`src/rtl/tbl_port_pkg.sv`:
```
package tbl_port_pkg;
  typedef enum logic [1:0] {
    ST_IDLE = 2'd0,
    ST_ACC  = 2'd1,
    ST_FIN  = 2'd2
  } seq_state_e;

  typedef enum logic {
    OP_WR = 1'b0,
    OP_RD = 1'b1
  } seq_op_e;
endpackage

```
`src/rtl/tbl_port_seq.sv`:
```
module tbl_port_seq
  import tbl_port_pkg::*;
(
  input  logic clk,
  input  logic rst_n,
  input  logic wr_set,
  input  logic rd_set,
  output logic idle,
  output logic mem_we,
  output logic dat_load,
  output logic done,
  output logic wr_busy,
  output logic rd_busy
);
  seq_state_e state_q, state_n;
  seq_op_e    op_q, op_n;

  // next-state logic; write wins over read when both are raised
  always_comb begin
    state_n = state_q;
    op_n    = op_q;
    case (state_q)
      ST_IDLE: begin
        if (wr_set) begin
          state_n = ST_ACC;
          op_n    = OP_WR;
        end else if (rd_set) begin
          state_n = ST_ACC;
          op_n    = OP_RD;
        end
      end
      ST_ACC:  state_n = ST_FIN;
      ST_FIN:  state_n = ST_IDLE;
      default: state_n = ST_IDLE;
    endcase
  end

  always_ff @(posedge clk or negedge rst_n) begin
    if (!rst_n) begin
      state_q <= ST_IDLE;
      op_q    <= OP_WR;
    end else begin
      state_q <= state_n;
      op_q    <= op_n;
    end
  end

  assign idle     = (state_q == ST_IDLE);
  assign mem_we   = (state_q == ST_ACC) && (op_q == OP_WR);
  assign dat_load = (state_q == ST_ACC) && (op_q == OP_RD);
  assign done     = (state_q == ST_FIN);
  assign wr_busy  = !idle && (op_q == OP_WR);
  assign rd_busy  = !idle && (op_q == OP_RD);
endmodule

```
`src/rtl/tbl_port_regs.sv`:
```
module tbl_port_regs #(
  parameter int ADDR_W = 7,
  parameter int DATA_W = 8
) (
  input  logic              clk,
  input  logic              rst_n,
  input  logic              idle,
  input  logic              done,
  input  logic              cfg_we,
  input  logic [ADDR_W-1:0] cfg_addr,
  input  logic              cfg_auto,
  input  logic              dat_we,
  input  logic [DATA_W-1:0] dat_wdata,
  input  logic              dat_load,
  input  logic [DATA_W-1:0] rd_data,
  output logic [ADDR_W-1:0] addr_q,
  output logic              auto_q,
  output logic [DATA_W-1:0] data_q
);
  localparam logic [ADDR_W-1:0] ADDR_ONE = {{(ADDR_W-1){1'b0}}, 1'b1};

  logic [ADDR_W-1:0] addr_n;
  logic [DATA_W-1:0] data_n;
  logic              auto_n;
  logic              addr_en, auto_en, data_en;
  logic              cfg_take, dat_take, step;

  assign cfg_take = idle && cfg_we;
  assign dat_take = idle && dat_we;
  assign step     = done && auto_q;

  always_comb begin
    addr_n  = addr_q;
    addr_en = 1'b0;
    if (cfg_take) begin
      addr_n  = cfg_addr;
      addr_en = 1'b1;
    end else if (step) begin
      addr_n  = addr_q + ADDR_ONE;  // wraps at the top of the range
      addr_en = 1'b1;
    end
  end

  always_comb begin
    auto_n  = cfg_auto;
    auto_en = cfg_take;
  end

  always_comb begin
    data_n  = data_q;
    data_en = 1'b0;
    if (dat_load) begin
      data_n  = rd_data;
      data_en = 1'b1;
    end else if (dat_take) begin
      data_n  = dat_wdata;
      data_en = 1'b1;
    end
  end

  always_ff @(posedge clk or negedge rst_n) begin
    if (!rst_n) begin
      addr_q <= '0;
      auto_q <= 1'b0;
      data_q <= '0;
    end else begin
      if (addr_en) addr_q <= addr_n;
      if (auto_en) auto_q <= auto_n;
      if (data_en) data_q <= data_n;
    end
  end
endmodule

```
`src/rtl/tbl_port_mem.sv`:
```
module tbl_port_mem #(
  parameter int ADDR_W = 7,
  parameter int DATA_W = 8
) (
  input  logic              clk,
  input  logic              we,
  input  logic [ADDR_W-1:0] addr,
  input  logic [DATA_W-1:0] wdata,
  output logic [DATA_W-1:0] rdata
);
  localparam int DEPTH = 1 << ADDR_W;

  logic [DATA_W-1:0] word_q [DEPTH];

  // one enabled register per entry; the storage is not reset
  for (genvar g = 0; g < DEPTH; g++) begin : g_word
    logic sel;
    assign sel = we && (addr == ADDR_W'(g));
    always_ff @(posedge clk) begin
      if (sel) word_q[g] <= wdata;
    end
  end

  assign rdata = word_q[addr];
endmodule

```
`src/rtl/tbl_port.sv`:
```
module tbl_port #(
  parameter int ADDR_W = 7,
  parameter int DATA_W = 8
) (
  input  logic              clk,
  input  logic              rst_n,
  input  logic              cfg_we,
  input  logic [ADDR_W-1:0] cfg_addr,
  input  logic              cfg_auto,
  input  logic              dat_we,
  input  logic [DATA_W-1:0] dat_wdata,
  input  logic              wr_set,
  input  logic              rd_set,
  output logic [ADDR_W-1:0] host_addr,
  output logic              host_auto,
  output logic [DATA_W-1:0] host_data,
  output logic              wr_busy,
  output logic              rd_busy
);
  logic              idle, mem_we, dat_load, done;
  logic [DATA_W-1:0] rd_data;

  tbl_port_seq u_seq (
    .clk      (clk),
    .rst_n    (rst_n),
    .wr_set   (wr_set),
    .rd_set   (rd_set),
    .idle     (idle),
    .mem_we   (mem_we),
    .dat_load (dat_load),
    .done     (done),
    .wr_busy  (wr_busy),
    .rd_busy  (rd_busy)
  );

  tbl_port_regs #(.ADDR_W(ADDR_W), .DATA_W(DATA_W)) u_regs (
    .clk       (clk),
    .rst_n     (rst_n),
    .idle      (idle),
    .done      (done),
    .cfg_we    (cfg_we),
    .cfg_addr  (cfg_addr),
    .cfg_auto  (cfg_auto),
    .dat_we    (dat_we),
    .dat_wdata (dat_wdata),
    .dat_load  (dat_load),
    .rd_data   (rd_data),
    .addr_q    (host_addr),
    .auto_q    (host_auto),
    .data_q    (host_data)
  );

  tbl_port_mem #(.ADDR_W(ADDR_W), .DATA_W(DATA_W)) u_mem (
    .clk   (clk),
    .we    (mem_we),
    .addr  (host_addr),
    .wdata (host_data),
    .rdata (rd_data)
  );
endmodule

```
`config.mk`:
```
export PLATFORM = sky130hd
export DESIGN_NAME = tbl_port
export DESIGN_NICKNAME = d
export VERILOG_FILES = /design/src/rtl/tbl_port_pkg.sv /design/src/rtl/tbl_port_seq.sv /design/src/rtl/tbl_port_regs.sv /design/src/rtl/tbl_port_mem.sv /design/src/rtl/tbl_port.sv
export SDC_FILE = /design/constraint.sdc
export NUM_CORES = 1
export LEC_CHECK = 0
export ABC_AREA = 1
export BUFFER_PORTS_ARGS = -buffer_cell sky130_fd_sc_hd__buf_2
export CAP_MARGIN = 20
export CORE_ASPECT_RATIO = 1.4
export CORE_MARGIN = 1.5
export CORE_UTILIZATION = 35
export CTS_BUF_LIST = sky130_fd_sc_hd__clkbuf_8
export CTS_CLUSTER_SIZE = 12
export DETAILED_ROUTE_END_ITERATION = 8
export GPL_TIMING_DRIVEN = 0
export HOLD_SLACK_MARGIN = 0.1
export PLACE_DENSITY = 0.46
export SLEW_MARGIN = 40
export SYNTH_ARGS = -nofsm -noshare
export SYNTH_HDL_FRONTEND = slang
export SYNTH_HIERARCHICAL = 1
export SYNTH_SLANG_ARGS = --single-unit
```
`constraint.sdc`:
```
create_clock -name clk -period 2.9 [get_ports clk]
set_input_delay 0.435 -clock clk [delete_from_list [all_inputs] [get_ports clk]]
set_output_delay 0.435 -clock clk [all_outputs]
set_load 0.01 [all_outputs]
```
Yosys cells after proc, flatten, opt, wreduce, memory -nomap -nowiden
Memories as Yosys holds them, arrays and structs flattened. Index checks and enable logic that the tools add are counted.

RAM bits: 1024. Logic and storage cells: 1059. Memories: 1. Latch bits: 0. Flip-flop bits (word level): 19. ROM bits: 0. Bits of input ports: 22.

Memory list: u_mem.word_q (words 128, width 8, read ports 1, clocked after Yosys merged registers in 0, write ports 1, line tbl_port_mem.sv:13) `logic [DATA_W-1:0] word_q [DEPTH];`.

Equality and inequality tests: 130. Reduce and logical (&&, ||, !) cells: 271. Bitwise logic cells: 1. Multipliers: 0. $lt $le $gt $ge: 0. Muxes and demuxes: 650. Divide/modulo/power cells: 0. Add/subtract/negate cells: 1. Shifts and indexed selects: 0.

Operators with widths (number): 8-bit 2-to-1 mux (129); 8-bit OR reduction (127); 7-bit 2-to-1 mux (129); 7-bit == test (second input constant) (64); 1-bit 2-to-1 mux (389); 7-bit by 6-bit == test with 1-bit output (second input constant) (32); 1-bit logical AND (135); 7-bit by 5-bit == test with 1-bit output (second input constant) (16); 7-bit by 4-bit == test with 1-bit output (second input constant) (8); 7-bit by 3-bit == test with 1-bit output (second input constant) (4); 7-bit by 2-bit == test with 1-bit output (second input constant) (2); 7-bit by 1-bit adder with 7-bit output (second input constant) (1); 7-bit by 1-bit == test with 1-bit output (second input constant) (1); 7-bit zero test (1); 2-bit AND reduction (3); 2-bit nonzero test (3); 2-bit 2-to-1 mux (2); 2-bit one-hot mux with 2 select lines (1); 3-bit != test (second input constant) (1); 2-bit by 1-bit == test with 1-bit output (second input constant) (1); 2-bit == test (second input constant) (1); 2-bit zero test (1); 1-bit zero test (1); 1-bit NOT (1).

Longest topological paths before layout
Depth in word-level cells: 133. Depth in mapped cells: 16.

Cells and area by module
The synthesis kept the hierarchy.

By module, submodules not included: tbl_port_mem (times used 1, sequential area each 30749.5 um^2, cells each 3893, area each 42165.4 um^2); tbl_port_regs (times used 1, sequential area each 400.4 um^2, cells each 111, area each 873.3 um^2); tbl_port_seq (times used 1, sequential area each 75.1 um^2, cells each 21, area each 156.4 um^2).

Worst setup path after synthesis
Ideal clock, no wire load.

Kind: reg2reg. Start: register u_regs.addr_q[1]. End: memory u_mem.word_q[62][0], enable pin. Required time: 2.517 ns. Stages on the path, launching flop included: 10. Library setup time: 0.383 ns. Arrival time: 1.975 ns. Period minus slack after synthesis: 2.359 ns. Path slack: 0.541 ns. Path through: dfrtp_1 -> buf_4 -> inv_2 -> nor2_4 -> buf_4 -> buf_2 -> inv_1 -> nor2_1 -> inv_1 -> nor3_1.

Elaborated cells between the ends (all ways): 893. Classes of those cells: eq/ne: 127; mux: 510; reduce/logical: 256.

RTL lines: from (decl) (line tbl_port_regs.sv:16) `output logic [ADDR_W-1:0] addr_q,`; from (signal assigned) (line tbl_port_regs.sv:67) `if (addr_en) addr_q <= addr_n;`; 7-bit by 6-bit == test with 1-bit output (*) (line tbl_port_mem.sv:18) `assign sel = we && (addr == ADDR_W'(g));`; 1-bit logical AND (*) (line tbl_port_mem.sv:18); named net u_mem.g_word[62].sel (line tbl_port_mem.sv:17) `logic sel;`; 1-bit 2-to-1 mux (*) (line tbl_port_mem.sv:20) `if (sel) word_q[g] <= wdata;`; 1-bit 2-to-1 mux (not written as such) (*) (line tbl_port_mem.sv:20); 8-bit OR reduction (no line); 7-bit 2-to-1 mux (no line) / 1-bit 2-to-1 mux (equally long branches) (66 in a row); to (decl) (line tbl_port_mem.sv:13).

The timed path passes the listed nets; every way through them passes the cells marked *.

Worst setup path in the final report
Start: register u_seq.state_q[1]. End: memory u_mem.word_q[111][5], enable pin.

Elaborated cells between the ends (all ways): 767. Classes of those cells: eq/ne: 1; mux: 510; reduce/logical: 256.

RTL lines: from (decl) (line tbl_port_seq.sv:15) `seq_state_e state_q, state_n;`; from (signal assigned) (line tbl_port_seq.sv:43) `state_q <= state_n;`; 2-bit by 1-bit == test with 1-bit output (*) (line tbl_port_seq.sv:49) `assign mem_we = (state_q == ST_ACC) && (op_q == OP_WR);`; 1-bit logical AND (*) (line tbl_port_seq.sv:49); named net mem_we (line tbl_port.sv:20) `logic idle, mem_we, dat_load, done;`; 1-bit logical AND (*) (line tbl_port_mem.sv:18); named net u_mem.g_word[111].sel (line tbl_port_mem.sv:17); 1-bit 2-to-1 mux (*) (line tbl_port_mem.sv:20); 1-bit 2-to-1 mux (not written as such) (*) (line tbl_port_mem.sv:20); 8-bit OR reduction (no line); 7-bit 2-to-1 mux (no line) / 1-bit 2-to-1 mux (equally long branches) (17 in a row).

Marked as above.

==> impl_metrics.toml <==
[run_status]
status = "finished, violations left"
violations = "negative setup slack"

[worst_setup_path]
cp_common_cell = "nand2_1"
crit_type = "register to register"
cp-end-kind = "register"
max_stage_delay_ps = 800
reg2regPathDepth = 6
worst-path-max-fanout = 10
cp_slowest_cell = "nor2_2"
crit_required_ps = 3400
cp.arrival_ps = 3450
critPathLaunchType = "register"
path_cells = "nor3_1, clkbuf_4, nand2_1, inv_1, nand2_1, nor2_2"

[global_route]
met1_usage_pct = 36.0
grt_use_met3_pct = 4.87
overflow = 0
grt_usage_pct = 28.9
antenna_found_initial = 4
grt_max_degree = 50
grt_pass1_wl_um = 243000
use_met2_pct = 48.4
top_usage_layer = "met2"
grt_pass1_vias = 29900

[routing]
routed_wl_um = 182000
drc_errors = 0
vias_per_cell = 5.18
drt-wirelength-per-cell_um = 29.6
vias = 31900
drt_pass1_iterations = 5
ant_nets = 0
drtIter0Drc = 3296

[synthesis]
avgSynthCellArea_um2 = 10.7
ys_seq_elements = 1043
syn_area_um2 = 43200
yosysWarnings = 6
netlist_instances = 4025
synth_fp_nets = 4048
ys_seq_area_share_pct = 72.3
synth.distinct_cells = 30

[die]
dieArea_um2 = 126000
fp.coreArea_um2 = 122000
die_h_um = 419
num_rows = 152
io_pins = 40
die_x_um = 300
start_util_pct = 35.3

[hold_path]
hp-class = "primary input to asynchronous set/reset pin"

[layout]
layout-drive-gt1-share_pct = 17.0
num-fill-cells = 11600
fin_nets = 4434
multi_input_area_um2 = 11800
seq_area_um2 = 31300
syn2layout_area_growth_pct = 22.0
postLayoutCellArea_um2 = 52700

[power_and_ir_drop]
power_leakage_nw = 20.5
powerDensity_nw_per_um2 = 1050
irDropWorstVdd_uv = 1190

[placement]
placed_area_um2 = 46300
port-buffer-count = 39
hpwl_um = 123000
gp_congestion = 0.997

[cts]
h-tree-depth = 4
worstSkewPairLatency_ps = 890
cts.sinks = 1043
tritoncts = "done"
cts-root-buf = "clkbuf_8"
clk_pin_slew_ps = 60
clockBufferDepth = 3
cts_made_buffers = 165

[timing]
setup_ws_ps = -52.5
fin_crit_sh_pct = 102
max_freq_ghz = 0.339
post-route-min-period_ps = 2950
finalHoldViolCount = 0
skew_ps = 36.7
relSlewSlack_pct = 43.7
hold_slack_ps = 123
tightest_slew_ps = 844
drv_slew = 0
setup_violations = 14
rsz0062_at_grt = "true"

[flow_run]
max-cap-violations = 0
## worst paths after layout
check	slack (ps)	startpoint	endpoint
max in group asynchronous	2410	rst_n	u_regs/data_q[6]
worst min-delay path	120	rst_n	u_regs/data_q[2]
worst min register to register	550	u_seq/state_q[1]	u_seq/state_q[1]
worst max register to register	-50	u_seq/state_q[1]	u_mem/word_q[111][5]
worst max-delay path	-50	u_seq/state_q[1]	u_mem/word_q[111][5]
min in group clk	170	cfg_we	u_regs/addr_q[6]
## cells in the final DEF, fill, tap and decap left out, types with 12 or more instances in the layout
master         synthesis  final
nand3_1               98     96
nor2_2                 3     26
buf_4                 13     76
buf_12                 0    109
nand4_1               24     24
inv_1                 40     98
o21ai_1               69     72
edfxtp_1            1024   1024
buf_6                 14     32
clkbuf_8               0    173
nor2_4                 2    122
dlygate4sd3_1          0     33
buf_2                114     94
clkinv_2               0     12
clkinv_1               0     28
a21oi_1               36     36
nand2_1             2262   2241
clkbuf_2               0     18
o21ai_0               36     32
nand2_2                2     22
clkbuf_4               0     33
nor2_1               188     45
## report_power, final
| group | leakage (nW) | switching (mW) | internal, mW |
|---|---|---|---|
| Clock | 1.71 | 5.91 | 5.73 |
| Sequential | 9.35 | 0.735 | 18.9 |
| Combinational | 9.43 | 18.4 | 5.37 |
| Total | 20.5 | 25.0 | 30.0 |
## critical path: cells and delay by family (launching register included)
kind / cells / cell delay (ps)
flip-flops: 1 / 440
buffers and inverters: 2 / 510
AND/OR/NAND/NOR: 4 / 1620
## Yosys cell counts, drive strengths merged
cell type  number  area [um2]
nand2        2266        8530
edfxtp       1024       30700
nor2          193         747
buf           164         923
o21ai         105         526
nand3          98         490
inv            47         181
a21oi          36         180
clkbuf         31         116
nand4          24         150
dfrtp          19         475
a31oi           8        50.1
nor3            4        20.0
xor2            2        17.5
ha              1        12.5
o211ai          1        7.51
o21bai          1        7.51
or2             1        6.26
## sequential cells by signal (all words and copies together) (netlist names)
signal and flops:
u_mem/word_q 1024, u_regs/addr_q 7, u_regs/auto_q 1, u_regs/data_q 8, u_seq/op_q 1, u_seq/state_q 2
## cell type report
cell class | count | area share [%]
sequential | 1043 | 59.3
multi-input combinational | 2740 | 22.4
timing repair buffer | 219 | 5.78
clock buffer | 172 | 4.49
tap | 1617 | 3.84
buffer | 195 | 2.71
clock inverter | 113 | 1.08
inverter | 47 | 0.356
antenna | 1 | 0.00475
## per-layer routing
metal	vias up	part of all wire, %
met3	414	6.9
met5	-	0.024
met4	6	5.6
met2	1443	48
li1	14100	-
met1	15900	39
## cell families (layout without fill, tap and decap cells)
family / count (synthesis) / count (layout) / synth area share, %
adders and majority gates: 1 / 1 / 0.0290
DFF: 1043 / 1043 / 72.3
xor gates and xnor gates: 2 / 2 / 0.0406
and+or+nand+nor: 2586 / 2586 / 23.0
other: 0 / 1 / 0
AOI/OAI and AO/OA: 151 / 151 / 1.78
buffers and inverters: 242 / 746 / 2.83
## stage by stage
stage          cells  utilization [%]  setup TNS [ps]  setup WS, ps  power (mW)
5_1_grt         6147             43.0            -630         -41.7        56.8
3_5_place_dp    5709             37.8         -446160          -838        41.9
6_report        6147             43.0            -317         -52.5        55.1
3_3_place_gp    5681             37.1        -2811520         -2290        40.4
2_1_floorplan   4025                -               0           541        29.9
4_1_cts         6129             42.6            -155         -54.4        54.5
## timing repair
action                                  4_1_cts  5_1_grt
gates cloned                                  0        0
gates resized for setup                     235       74
endpoints found under the setup margin     1015      680
pin swaps                                    74       18
setup buffers                               101       17
hold buffers                                 34        0
endpoints found under the hold margin        37        0
(Power assumes the default switching activity.)
